===== config.mk =====
export PLATFORM = sky130hd
export DESIGN_NAME = chan_trim_top
export DESIGN_NICKNAME = d
export VERILOG_FILES = /design/src/rtl/chan_trim_pkg.sv /design/src/rtl/trim_ctrl.sv /design/src/rtl/trim_datapath.sv /design/src/rtl/chan_trim_top.sv
export SDC_FILE = /design/constraint.sdc
export NUM_CORES = 1
export LEC_CHECK = 0
export BUFFER_PORTS_ARGS = -buffer_cell sky130_fd_sc_hd__buf_2
export CAP_MARGIN = 20
export CORE_AREA = 4 4 199 346
export CTS_BUF_LIST = sky130_fd_sc_hd__clkbuf_4
export DETAILED_ROUTE_END_ITERATION = 16
export DIE_AREA = 0 0 203 350
export PLACE_DENSITY = 0.67
export RECOVER_POWER = 50
export SYNTH_ARGS = -nofsm -noshare
export SYNTH_HDL_FRONTEND = slang
export SYNTH_SLANG_ARGS = --single-unit
export TNS_END_PERCENT = 30

===== constraint.sdc =====
create_clock -name clk -period 20.6 [get_ports clk]
set_input_delay 6.18 -clock clk [delete_from_list [all_inputs] [get_ports clk]]
set_output_delay 6.18 -clock clk [all_outputs]
set_load 0.05 [all_outputs]

===== src/rtl/chan_trim_pkg.sv =====
package chan_trim_pkg;

  typedef enum logic [1:0] {
    SEL_DATA = 2'd0,
    SEL_GAIN = 2'd1,
    SEL_OFS  = 2'd2,
    SEL_NONE = 2'd3
  } fieldSel_t;

  typedef struct packed {
    logic wrData;
    logic wrGain;
    logic wrOfs;
    logic load;
  } trimStrobe_t;

endpackage


===== src/rtl/trim_ctrl.sv =====
module trim_ctrl
  import chan_trim_pkg::*;
(
  input  logic        wrEn,
  input  logic [1:0]  wrSel,
  input  logic        ldEn,
  output trimStrobe_t strobe
);

  always_comb begin
    strobe        = '0;
    strobe.load   = ldEn;
    if (wrEn) begin
      unique case (fieldSel_t'(wrSel))
        SEL_DATA: strobe.wrData = 1'b1;
        SEL_GAIN: strobe.wrGain = 1'b1;
        SEL_OFS:  strobe.wrOfs  = 1'b1;
        default:  ;
      endcase
    end
  end

endmodule


===== src/rtl/trim_datapath.sv =====
module trim_datapath
  import chan_trim_pkg::*;
#(
  parameter int NUM_CHAN = 8,
  parameter int CODE_W   = 16,
  localparam int CH_W    = $clog2(NUM_CHAN),
  localparam int PROD_W  = 2 * CODE_W + 1,
  localparam int SUM_W   = CODE_W + 3
) (
  input  logic              clk,
  input  logic              rst,
  input  trimStrobe_t       strobe,
  input  logic [CH_W-1:0]   wrChan,
  input  logic [CODE_W-1:0] wrValue,
  input  logic [CH_W-1:0]   ldChan,
  output logic [CODE_W-1:0] outCode,
  output logic [CH_W-1:0]   outChan,
  output logic              outValid
);

  localparam logic [CODE_W-1:0] GAIN_UNITY = '1;
  localparam logic [CODE_W-1:0] OFS_ZERO   = CODE_W'(1) << (CODE_W - 1);
  localparam logic signed [SUM_W-1:0] MID_S = SUM_W'(1) << (CODE_W - 1);
  localparam logic signed [SUM_W-1:0] MAX_S = SUM_W'((SUM_W'(1) << CODE_W) - 1);

  logic [CODE_W-1:0] dataReg [NUM_CHAN];
  logic [CODE_W-1:0] gainReg [NUM_CHAN];
  logic [CODE_W-1:0] ofsReg  [NUM_CHAN];

  for (genvar ch = 0; ch < NUM_CHAN; ch++) begin : g_chan
    logic hit;
    assign hit = (wrChan == CH_W'(ch));
    always_ff @(posedge clk) begin
      if (rst) begin
        dataReg[ch] <= '0;
        gainReg[ch] <= GAIN_UNITY;
        ofsReg[ch]  <= OFS_ZERO;
      end else if (hit) begin
        if (strobe.wrData) dataReg[ch] <= wrValue;
        if (strobe.wrGain) gainReg[ch] <= wrValue;
        if (strobe.wrOfs)  ofsReg[ch]  <= wrValue;
      end
    end
  end

  // Stage 1: scaled product, kept at full width
  logic [CODE_W:0]   gainP1;
  logic [PROD_W-1:0] prodFull;
  assign gainP1   = {1'b0, gainReg[ldChan]} + (CODE_W + 1)'(1);
  assign prodFull = PROD_W'(dataReg[ldChan]) * PROD_W'(gainP1);

  logic [CODE_W:0]   scaledS1;
  logic [CODE_W-1:0] ofsS1;
  logic [CH_W-1:0]   chanS1;
  logic              validS1;

  always_ff @(posedge clk) begin
    if (rst) begin
      validS1  <= 1'b0;
      scaledS1 <= '0;
      ofsS1    <= '0;
      chanS1   <= '0;
    end else begin
      validS1 <= strobe.load;
      if (strobe.load) begin
        scaledS1 <= prodFull[PROD_W-1:CODE_W];
        ofsS1    <= ofsReg[ldChan];
        chanS1   <= ldChan;
      end
    end
  end

  // Stage 2: offset, signed sum and clamp
  logic signed [SUM_W-1:0] sumS;
  logic [CODE_W-1:0]       clampCode;
  assign sumS = $signed({2'b00, scaledS1}) + $signed({3'b000, ofsS1}) - MID_S;

  always_comb begin
    if (sumS < 0)          clampCode = '0;
    else if (sumS > MAX_S) clampCode = '1;
    else                   clampCode = sumS[CODE_W-1:0];
  end

  always_ff @(posedge clk) begin
    if (rst) begin
      outValid <= 1'b0;
      outCode  <= '0;
      outChan  <= '0;
    end else begin
      outValid <= validS1;
      if (validS1) begin
        outCode <= clampCode;
        outChan <= chanS1;
      end
    end
  end

endmodule


===== src/rtl/chan_trim_top.sv =====
module chan_trim_top
  import chan_trim_pkg::*;
#(
  parameter int NUM_CHAN = 8,
  parameter int CODE_W   = 16,
  localparam int CH_W    = $clog2(NUM_CHAN)
) (
  input  logic              clk,
  input  logic              rst,
  input  logic              wrEn,
  input  logic [CH_W-1:0]   wrChan,
  input  logic [1:0]        wrSel,
  input  logic [CODE_W-1:0] wrValue,
  input  logic              ldEn,
  input  logic [CH_W-1:0]   ldChan,
  output logic [CODE_W-1:0] outCode,
  output logic [CH_W-1:0]   outChan,
  output logic              outValid
);

  trimStrobe_t strobe;

  trim_ctrl i_ctrl (
    .wrEn   (wrEn),
    .wrSel  (wrSel),
    .ldEn   (ldEn),
    .strobe (strobe)
  );

  trim_datapath #(
    .NUM_CHAN (NUM_CHAN),
    .CODE_W   (CODE_W)
  ) i_dp (
    .clk      (clk),
    .rst      (rst),
    .strobe   (strobe),
    .wrChan   (wrChan),
    .wrValue  (wrValue),
    .ldChan   (ldChan),
    .outCode  (outCode),
    .outChan  (outChan),
    .outValid (outValid)
  );

endmodule


==> impl_results.md, run 1 <==
- Initial Utilization: 44.6%
- Vias in the first global route: 21300
- Most frequent cells in the layout: 384 x edfxtp_1, 256 x and2_1, 237 x inv_1
- Final worst-path cycle share: 75.9%
- Max Fclk: 0.0640 GHz
- Remaining global-route overflow: 0
- Clk_lat worst skew: 0.80 ns
- FILL cells: 5909
- Worst Setup Start Kind: primary input
- Hold violation total from the final report: 0
- # nets final: 2911
- Worst Tran Pin Value: 2.28 ns
- Predominant post-synthesis flop cell: edfxtp_1
- First-pass GRT wire length: 124 mm
- CTS Buf Count: 89
- Synth cell types: 80
- Initial DRC count: 1321
- Largest net degree at the start of global routing: 74
- Worst Path Arrival: 16.20 ns
- GRT Util Overall: 23.0%
- CTS root buf: clkbuf_4
- Reg area: 0.0127 mm²
- Setup bufs post-CTS: 0
- Sequential-to-total area share from yosys stat: 43.0%
- Status: finished with violations
- Metal2 WL: 44.3 mm
- Fraction of layout cells with a size suffix above 1: 13.3%
- Layout area overhead: 7.95%
- Post_cts resized: 0
- Syn Inst Count: 2505
- Clock Path Buffers: 3
- Critical path class: in2reg
- DR WL met3: 3.66 mm
- Area of the multi-input gates: 0.0152 mm²
- Via/cell ratio: 5.63
- Ports: 48
- Netlist Area Pre-Place: 0.0295 mm²
- Syn Area/Cell: 11.8 µm²
- Rel. slew slack: -51.7%
- Async SR Flop Fraction: 0%
- GPL Wtd Cong: 0.943
- CP max FO: 58
- Endpoints failing setup: 0
- Full die area: 0.0711 mm²
- Fin. max-slew vios: 40
- Setup TNS: 0 ns
- Highest Signal Layer: met4
- # DRC: 0
- CTS tree: built
- Layout Skew: 0.0281 ns
- # rows: 125
- Cts-stage hold buffer count: 0
- Met1 WL: 26.5 mm
- Synth Warn #: 0
- Via count: 19700
- Failing checks: max-capacitance violations, max-slew violations
- DP HPWL: 59.0 mm
- Synth area leaders: edfxtp_1 39%, fa_1 14%, ha_1 5.8%
- DR pass1 iterations: 8
- Post-synth top area share: 39.1%
- Period minus WS final: 15.63 ns
- Post-synth top area cell: edfxtp_1
- DIE WIDTH: 203 µm
- Worst Path Required: 21.16 ns
- Syn_nets: 2877
- Routed len/inst: 23.2 µm
- Leading cell type in the layout, fill and taps excluded: edfxtp_1
- Seq cells post-synth: 441
- EDFF count, synth: 384
- Port bufs: 47
- Final ANT Viol Nets: 0
- Core box area: 0.0662 mm²
- Hold WC Path Type: reg2reg
- Setup crit end kind: flip-flop
- Clock sinks: 441
- Clock slew at reported path FFs: 0.07 ns
- Initial antenna violation count: 1
- Depth of the CTS H-tree: 3
- Final wirelength: 81.0 mm
- Unrepaired setup endpoints after global routing: false
- Max cap viols: 2
- Die span in y: 350 µm
path summary, 6_finish.rpt:
path	start	endpoint	slack [ns]	depth (start not counted)
setup / recovery	ldChan[1]	i_dp.scaledS1[3]	4.97	28
setup reg to reg	i_dp.gainReg[7][0]	i_dp.scaledS1[3]	11.37	26
hold reg to reg	i_dp.outCode[2]	i_dp.outCode[2]	0.46	2
hold / removal	i_dp.outCode[2]	i_dp.outCode[2]	0.46	2
cell families (layout without fill, tap and decap cells):
| logic type | Yosys count | after routing | share of synthesized area, % |
|---|---|---|---|
| AO/OA/AOI/OAI | 219 | 219 | 4.94 |
| XOR/XNOR | 43 | 43 | 1.30 |
| adder cells (fa/ha/maj) | 344 | 344 | 19.9 |
| buffers and inverters | 405 | 507 | 5.42 |
| flip-flops | 441 | 441 | 43.0 |
| multiplexers | 127 | 127 | 8.69 |
| other | 0 | 1 | 0 |
| AND/OR/NAND/NOR | 926 | 926 | 16.8 |
sequential cells by signal, indices dropped and copies added (netlist names), 3 cells and up:
register,cells
i_dp.scaledS1,17
i_dp.outCode,16
i_dp.gainReg,128
i_dp.ofsS1,16
i_dp.dataReg,128
i_dp.chanS1,3
i_dp.ofsReg,128
i_dp.outChan,3
per-layer routing:
metal  GRT usage (%)  up-vias
li1                -     8751
met1            23.1     9925
met2            43.7      732
met3            2.70      267
met4            15.8        0
met5               0        -
final cells by class:
cell class              count  area share [%]
inverters                 239            2.82
multi-input cells        1659            47.8
flip-flops and latches    441            39.8
clock buffers             130            3.07
repair buffers            109            1.97
well taps                 889            3.49
clock inverters            29           0.987
diodes                      1         0.00786
synthesized netlist by cell type (5+ instances only):
cell type	n
o21a_1	9
nand2_1	230
dfxtp_1	57
nand3b_1	12
and3_1	7
nor2_1	132
or2_2	21
mux4_1	22
buf_2	16
nand3_1	16
xnor2_1	28
a211oi_1	8
ha_1	136
nor2b_1	34
nand4_1	5
fa_1	208
and2_1	271
nor3_1	6
a31oi_1	23
edfxtp_1	384
clkbuf_1	140
mux2i_1	26
o21ai_0	55
a21o_1	26
a311oi_1	17
nor3b_1	6
xor2_1	14
or3_1	126
nand2b_1	32
a21oi_1	37
mux4_2	74
inv_1	237
critical path: stages:
cell and delay, ns:
buf_4 0.61, buf_4 0.66, mux4_1 0.26, mux2_2 0.41, and3_1 0.29, or3b_1 0.46, or2_1 0.28, or4_4 0.46
xor2_1 0.76, nand2_1 0.17, fa_1 0.54, fa_1 0.49, fa_1 0.56, inv_1 0.06, fa_1 0.51, fa_1 0.50
inv_1 0.05, fa_1 0.48, inv_1 0.05, ha_1 0.36, a21oi_1 0.26, nand2_1 0.10, a311oi_1 0.41, a21bo_2 0.29
a31oi_1 0.46, o21bai_1 0.15, nand4b_1 0.13, o311ai_0 0.16
metrics by stage:
step | instances | util (%) | cell area (µm²) | setup slack (ns) | hold slack, ns
after global placement | 3329 | 46.2 | 30600 | 4.49 | 0.441
after CTS | 3489 | 48.2 | 31900 | 5.13 | 0.466
final | 3497 | 48.1 | 31800 | 4.97 | 0.460
after detailed placement | 3330 | 46.2 | 30600 | 4.27 | 0.448
after global routing | 3497 | 48.1 | 31800 | 4.65 | 0.506
after floorplan | 2505 | - | 29500 | 6.59 | 0.425
Power of run 1 is not shown: default switching activity piles up to over one toggle a cycle in this logic, so the estimate is an artifact.
==> run 2: changes to the inputs <==
--- a/config.mk
+++ b/config.mk
@@ -11,7 +11,7 @@
 export CTS_BUF_LIST = sky130_fd_sc_hd__clkbuf_4
 export DETAILED_ROUTE_END_ITERATION = 16
 export DIE_AREA = 0 0 203 350
-export PLACE_DENSITY = 0.67
+export PLACE_DENSITY = 0.69
 export RECOVER_POWER = 50
 export SYNTH_ARGS = -nofsm -noshare
 export SYNTH_HDL_FRONTEND = slang
==> constraint.sdc (replaced) <==
create_clock -name clk -period 12.7 [get_ports clk]
set_input_delay 3.81 -clock clk [delete_from_list [all_inputs] [get_ports clk]]
set_output_delay 3.81 -clock clk [all_outputs]
set_load 0.05 [all_outputs]
==> impl_results.md, run 2 (synthesis gave the netlist of run 1 again) <==
- Hold violation total from the final report: 0 (unchanged)
- Final ANT Viol Nets: 0 (unchanged)
- Clock sinks: 441 (unchanged)
- # DRC: 0 (unchanged)
- Unrepaired setup endpoints after global routing: false (unchanged)
- Setup bufs post-CTS: 0 (unchanged)
- Via/cell ratio: 5.55 (was 5.63)
- CTS tree: built (unchanged)
- Placed cells: 3359 (was 3330)
- Remaining global-route overflow: 0 (unchanged)
- Setup crit end kind: flip-flop (unchanged)
- CTS Buf Count: 92 (was 89)
- Largest net degree at the start of global routing: 68 (was 74)
- Final wirelength: 79.6 mm (was 81.0 mm)
- Worst Setup Start Kind: primary input (unchanged)
- Cts-stage hold buffer count: 0 (unchanged)
- DIE WIDTH: 203 µm (unchanged)
- DR pass1 iterations: 8 (unchanged)
- Biggest regs: i_dp.dataReg: 128 flops, i_dp.gainReg: 128 flops, i_dp.ofsReg: 128 flops (unchanged)
- R2R setup slack: 3.79 ns (was 11.37 ns)
- Critical path class: in2reg (unchanged)
- Rel. slew slack: 13.9% (was -51.7%)
- Ports: 48 (unchanged)
- Routed len/inst: 22.6 µm (was 23.2 µm)
- DP HPWL: 58.8 mm (was 59.0 mm)
- Period minus WS final: 12.10 ns
- Layout Skew: 0.0762 ns (was 0.0281 ns)
- Most frequent cells in the layout: 384 x edfxtp_1, 251 x and2_1, 237 x inv_1 (was 384 x edfxtp_1, 256 x and2_1, 237 x inv_1)
- Max Fclk: 0.0826 GHz
- First-pass GRT wire length: 124 mm (about the same)
- Clk_lat worst skew: 0.82 ns (was 0.80 ns)
- GPL Wtd Cong: 0.973 (was 0.943)
- Via count: 19600 (was 19700)
- GRT Util Overall: 22.9% (was 23.0%)
- Initial Utilization: 44.6% (unchanged)
- Post-layout util: 48.2% (was 48.1%)
- Vias in the first global route: 21800 (was 21300)
- Leading cell type in the layout, fill and taps excluded: edfxtp_1 (unchanged)
- Initial DRC count: 1300 (was 1321)
- Post_cts resized: 0 (unchanged)
- Clock Path Buffers: 3 (unchanged)
- Port bufs: 47 (unchanged)
- Depth of the CTS H-tree: 3 (unchanged)
- # rows: 125 (unchanged)
- Filler-free cell count of the finished design: 3530 (was 3497)
- R2R depth: 27 (was 26)
- Clock slew at reported path FFs: 0.07 ns (about the same)
- Final worst-path cycle share: 95.3%
- Max cap viols: 0 (was 2)
- Status: finished, final reports clean (was finished with violations)
- Layout area overhead: 8.05% (was 7.95%)
- R2R Path End: i_dp.scaledS1[5] (was i_dp.scaledS1[3])
- Endpoints failing setup: 0 (unchanged)
- Initial antenna violation count: 1 (unchanged)
- CTS root buf: clkbuf_4 (unchanged)
- Crit path launch: ldChan[0] (was ldChan[1])
- Worst Path Required: 13.38 ns (was 21.16 ns)
- Worst Path Arrival: 12.79 ns (was 16.20 ns)
- Full die area: 0.0711 mm² (unchanged)
- Fin. max-slew vios: 0 (was 40)
- Critical R2R Launch: i_dp.gainReg[2][2] (was i_dp.gainReg[7][0])
- CP max FO: 37 (was 58)
- Hold WC Path Type: reg2reg (unchanged)
- Fraction of layout cells with a size suffix above 1: 14.1% (was 13.3%)
- Die span in y: 350 µm (unchanged)
- Critical path endpoint: i_dp.scaledS1[5] (was i_dp.scaledS1[3])
- # nets final: 2940 (was 2911)
- Worst Tran Pin Value: 1.29 ns (was 2.28 ns)
- Core box area: 0.0662 mm² (unchanged)
-- run 2: stage by stage --
step                area (µm²)  setup WS [ns]  setup TNS (ns)  hold slack (ns)
global route             31900          0.271               0            0.497
floorplan                29500           1.06               0            0.425
finish                   31900          0.596               0            0.460
detailed placement       30800        -0.0923          -0.134            0.445
CTS                      31900          0.774               0            0.463
global placement         30800         0.0671               0            0.441
-- run 2: worst min-delay path by stage --
stage / slack (ns) / from / to / cells after the start
detailed placement: 0.45 / i_dp.outCode[9] / i_dp.outCode[9] / 2
floorplan: 0.43 / i_dp.scaledS1[15] / i_dp.scaledS1[15] / 2
global placement: 0.44 / i_dp.outCode[14] / i_dp.outCode[14] / 2
CTS: 0.46 / i_dp.outCode[14] / i_dp.outCode[14] / 2
finish: 0.46 / i_dp.outCode[14] / i_dp.outCode[14] / 2
global route: 0.50 / i_dp.outCode[2] / i_dp.outCode[2] / 2
-- run 2: layout make-up --
| type | instances | area [µm²] |
|---|---|---|
| diodes | 1 | 2.50 |
| clock buffers | 133 | 998 |
| clock inverters | 33 | 134 |
| fillers | 5838 | 34300 |
| inverters | 239 | 897 |
| multi-input cells | 1659 | 15200 |
| flip-flops and latches | 441 | 12700 |
| well taps | 889 | 1110 |
| repair buffers | 135 | 828 |
-- run 2: worst max-delay path, cell delays in order --
cell	delay (ns)
buf_6	0.37
mux4_1	0.39
mux2_2	0.20
and3_1	0.24
or3b_1	0.45
or2_1	0.28
or4_4	0.46
xor2_1	0.37
nand2_1	0.14
fa_1	0.53
fa_1	0.47
fa_1	0.55
inv_1	0.06
fa_1	0.50
fa_1	0.49
inv_1	0.05
fa_1	0.47
inv_1	0.05
ha_1	0.35
a21oi_1	0.27
nand2_1	0.12
a311oi_1	0.48
buf_4	0.23
a21boi_0	0.44
o31ai_1	0.15
a21oi_1	0.44
nor4b_1	0.11
a211o_1	0.27
-- run 2: metal layers --
layer  vias to the layer above  track usage, %  wire [µm]
li1                       8796               -          -
met2                       685            43.4      43600
met3                       273            3.80       4050
met5                         -               0          0
met1                      9845            21.9      25300
met4                         0            16.6       6720
Power of run 2 is left out for the same reason.
==> run 3: changes to the inputs <==
--- a/config.mk
+++ b/config.mk
@@ -8,11 +8,10 @@
 export BUFFER_PORTS_ARGS = -buffer_cell sky130_fd_sc_hd__buf_2
 export CAP_MARGIN = 20
 export CORE_AREA = 4 4 199 346
-export CTS_BUF_LIST = sky130_fd_sc_hd__clkbuf_4
 export DETAILED_ROUTE_END_ITERATION = 16
 export DIE_AREA = 0 0 203 350
 export PLACE_DENSITY = 0.69
-export RECOVER_POWER = 50
+export RECOVER_POWER = 100
 export SYNTH_ARGS = -nofsm -noshare
 export SYNTH_HDL_FRONTEND = slang
 export SYNTH_SLANG_ARGS = --single-unit
==> impl_results.md, run 3 (synthesis gave the netlist of run 1 again) <==
- Initial DRC count: 1447 (was 1300)
- Endpoints failing setup: 0 (unchanged)
- Worst Path Arrival: 12.72 ns (was 12.79 ns)
- # rows: 125 (unchanged)
- Remaining global-route overflow: 0 (unchanged)
- CP max FO: 40 (was 37)
- CTS tree: built (unchanged)
- Full die area: 0.0711 mm² (unchanged)
- Most frequent cells in the layout: 384 x edfxtp_1, 237 x inv_1, 230 x nand2_1 (was 384 x edfxtp_1, 251 x and2_1, 237 x inv_1)
- Largest net degree at the start of global routing: 68 (unchanged)
- Depth of the CTS H-tree: 2 (was 3)
- Failing checks: max-capacitance violations, max-slew violations
- GPL Wtd Cong: 0.973 (unchanged)
- Rel. slew slack: -36.9% (was 13.9%)
- Max cap viols: 1 (was 0)
- Setup crit end kind: flip-flop (unchanged)
- Layout Skew: 0.0156 ns (was 0.0762 ns)
- Die span in y: 350 µm (unchanged)
- First-pass GRT wire length: 123 mm (was 124 mm)
- Final wirelength: 79.4 mm (was 79.6 mm)
- Fin. max-slew vios: 68 (was 0)
- # nets final: 2886 (was 2940)
- GRT Util Overall: 22.7% (was 22.9%)
- Worst Tran Pin Value: 2.05 ns (was 1.29 ns)
- Status: finished with violations (was finished, final reports clean)
- CTS root buf: clkbuf_16 (was clkbuf_4)
- Hold violation total from the final report: 0 (unchanged)
- Critical path class: in2reg (unchanged)
- Routing usage on met2: 43.4% (about the same)
- Via count: 19300 (was 19600)
- Post-layout util: 48.2% (about the same)
- Fraction of layout cells with a size suffix above 1: 9.72% (was 14.1%)
- Via/cell ratio: 5.63 (was 5.55)
- Most Crowded Layer GR: met2 (unchanged)
- Core box area: 0.0662 mm² (unchanged)
- R2R depth: 27 (unchanged)
- Final worst-path cycle share: 97.1% (was 95.3%)
- Biggest regs: i_dp.dataReg: 128 flops, i_dp.gainReg: 128 flops, i_dp.ofsReg: 128 flops (unchanged)
- R2R Path End: i_dp.scaledS1[5] (unchanged)
- Final ANT Viol Nets: 0 (unchanged)
- Clock sinks: 441 (unchanged)
- Worst Setup Start Kind: primary input (unchanged)
- Hold endpoint: i_dp.outCode[14] (unchanged)
- Critical R2R Launch: i_dp.gainReg[1][0] (was i_dp.gainReg[2][2])
- Dpl cell area: 0.0308 mm² (unchanged)
- Layout area overhead: 8.12% (was 8.05%)
- Worst Path Required: 13.09 ns (was 13.38 ns)
- Ports: 48 (unchanged)
- Max Fclk: 0.0811 GHz (was 0.0826 GHz)
- Worst Hold Depth: 2 (unchanged)
- Min-delay src: i_dp.outCode[14] (unchanged)
- Unrepaired setup endpoints after global routing: false (unchanged)
- Clock slew at reported path FFs: 0.07 ns (about the same)
- Setup bufs post-CTS: 0 (unchanged)
- DR pass1 iterations: 5 (was 8)
- Clk_lat worst skew: 0.55 ns (was 0.82 ns)
- Grt met1 use: 22.4% (was 21.9%)
- Leading cell type in the layout, fill and taps excluded: edfxtp_1 (unchanged)
- Vias in the first global route: 21400 (was 21800)
- Finished Cell Area: 0.0319 mm² (about the same)
- GRT met3 Usage: 2.75% (was 3.80%)
- Initial antenna violation count: 1 (unchanged)
- # DRC: 0 (unchanged)
- Hold WC Path Type: reg2reg (unchanged)
- Clock Path Buffers: 3 (unchanged)
- Routed len/inst: 23.1 µm (was 22.6 µm)
- DP HPWL: 58.8 mm (unchanged)
- Crit path launch: ldChan[1] (was ldChan[0])
- DIE WIDTH: 203 µm (unchanged)
- CTS Buf Count: 37 (was 92)
- R2R setup slack: 3.90 ns (was 3.79 ns)
- Port bufs: 47 (unchanged)
- Period minus WS final: 12.33 ns (was 12.10 ns)
- Initial Utilization: 44.6% (unchanged)
run 3: worst max-delay path by stage:
stage	to	slack [ns]
CTS	i_dp.scaledS1[5]	0.46
detailed placement	i_dp.scaledS1[5]	-0.09
global placement	i_dp.scaledS1[5]	0.07
floorplan	i_dp.scaledS1[11]	1.06
finish	i_dp.scaledS1[14]	0.37
global route	i_dp.scaledS1[15]	0.01
run 3: cell type report:
class                      count  area, µm²
antenna                        1       2.50
clock buffer                  47       1020
clock inverter                20        204
fill                        5788      34300
inverter                     239        897
multi-input combinational   1659      15200
sequential                   441      12700
tap                          889       1110
timing repair buffer         136        766
run 3: metal layers:
layer | routed length [µm] | share of wire [%] | up-vias
met5 | 13 | 0.016 | -
met4 | 6420 | 8.1 | 2
met3 | 3380 | 4.3 | 269
met2 | 43800 | 55 | 666
met1 | 25800 | 32 | 9749
li1 | - | - | 8624
run 3: timing repair:
| item | CTS | global route |
|---|---|---|
| resized for setup | 0 | 1 |
| setup endpoints to repair | 0 | 1 |
| hold buffers | 0 | 0 |
| hold endpoints to repair | 0 | 0 |
run 3: through the flow:
stage                     TNS, ns  std cells  hold slack (ns)  worst slack [ns]
final                           0       3432            0.463             0.371
after global routing            0       3431            0.497            0.0138
after CTS                       0       3426            0.462             0.463
after detailed placement   -0.134       3359            0.445           -0.0923
after global placement          0       3359            0.441            0.0671
after floorplan                 0       2505            0.425              1.06
run 3: critical path, stage by stage:
cell	delay, ns
buf_4	0.33
buf_4	0.56
mux4_1	0.28
mux2i_1	0.20
nor4_1	0.42
nand2b_1	0.12
or2_0	0.24
or4_1	0.64
buf_4	0.26
nand2b_1	0.18
fa_1	0.52
fa_1	0.49
fa_1	0.55
inv_1	0.05
fa_1	0.51
fa_1	0.50
inv_1	0.05
fa_1	0.54
inv_1	0.06
ha_1	0.36
nand3_1	0.14
nor2_1	0.21
nand2_1	0.29
a311o_1	0.57
a31oi_2	0.42
a311o_1	0.22
o221ai_1	0.10
Power of run 3 is left out for the same reason.
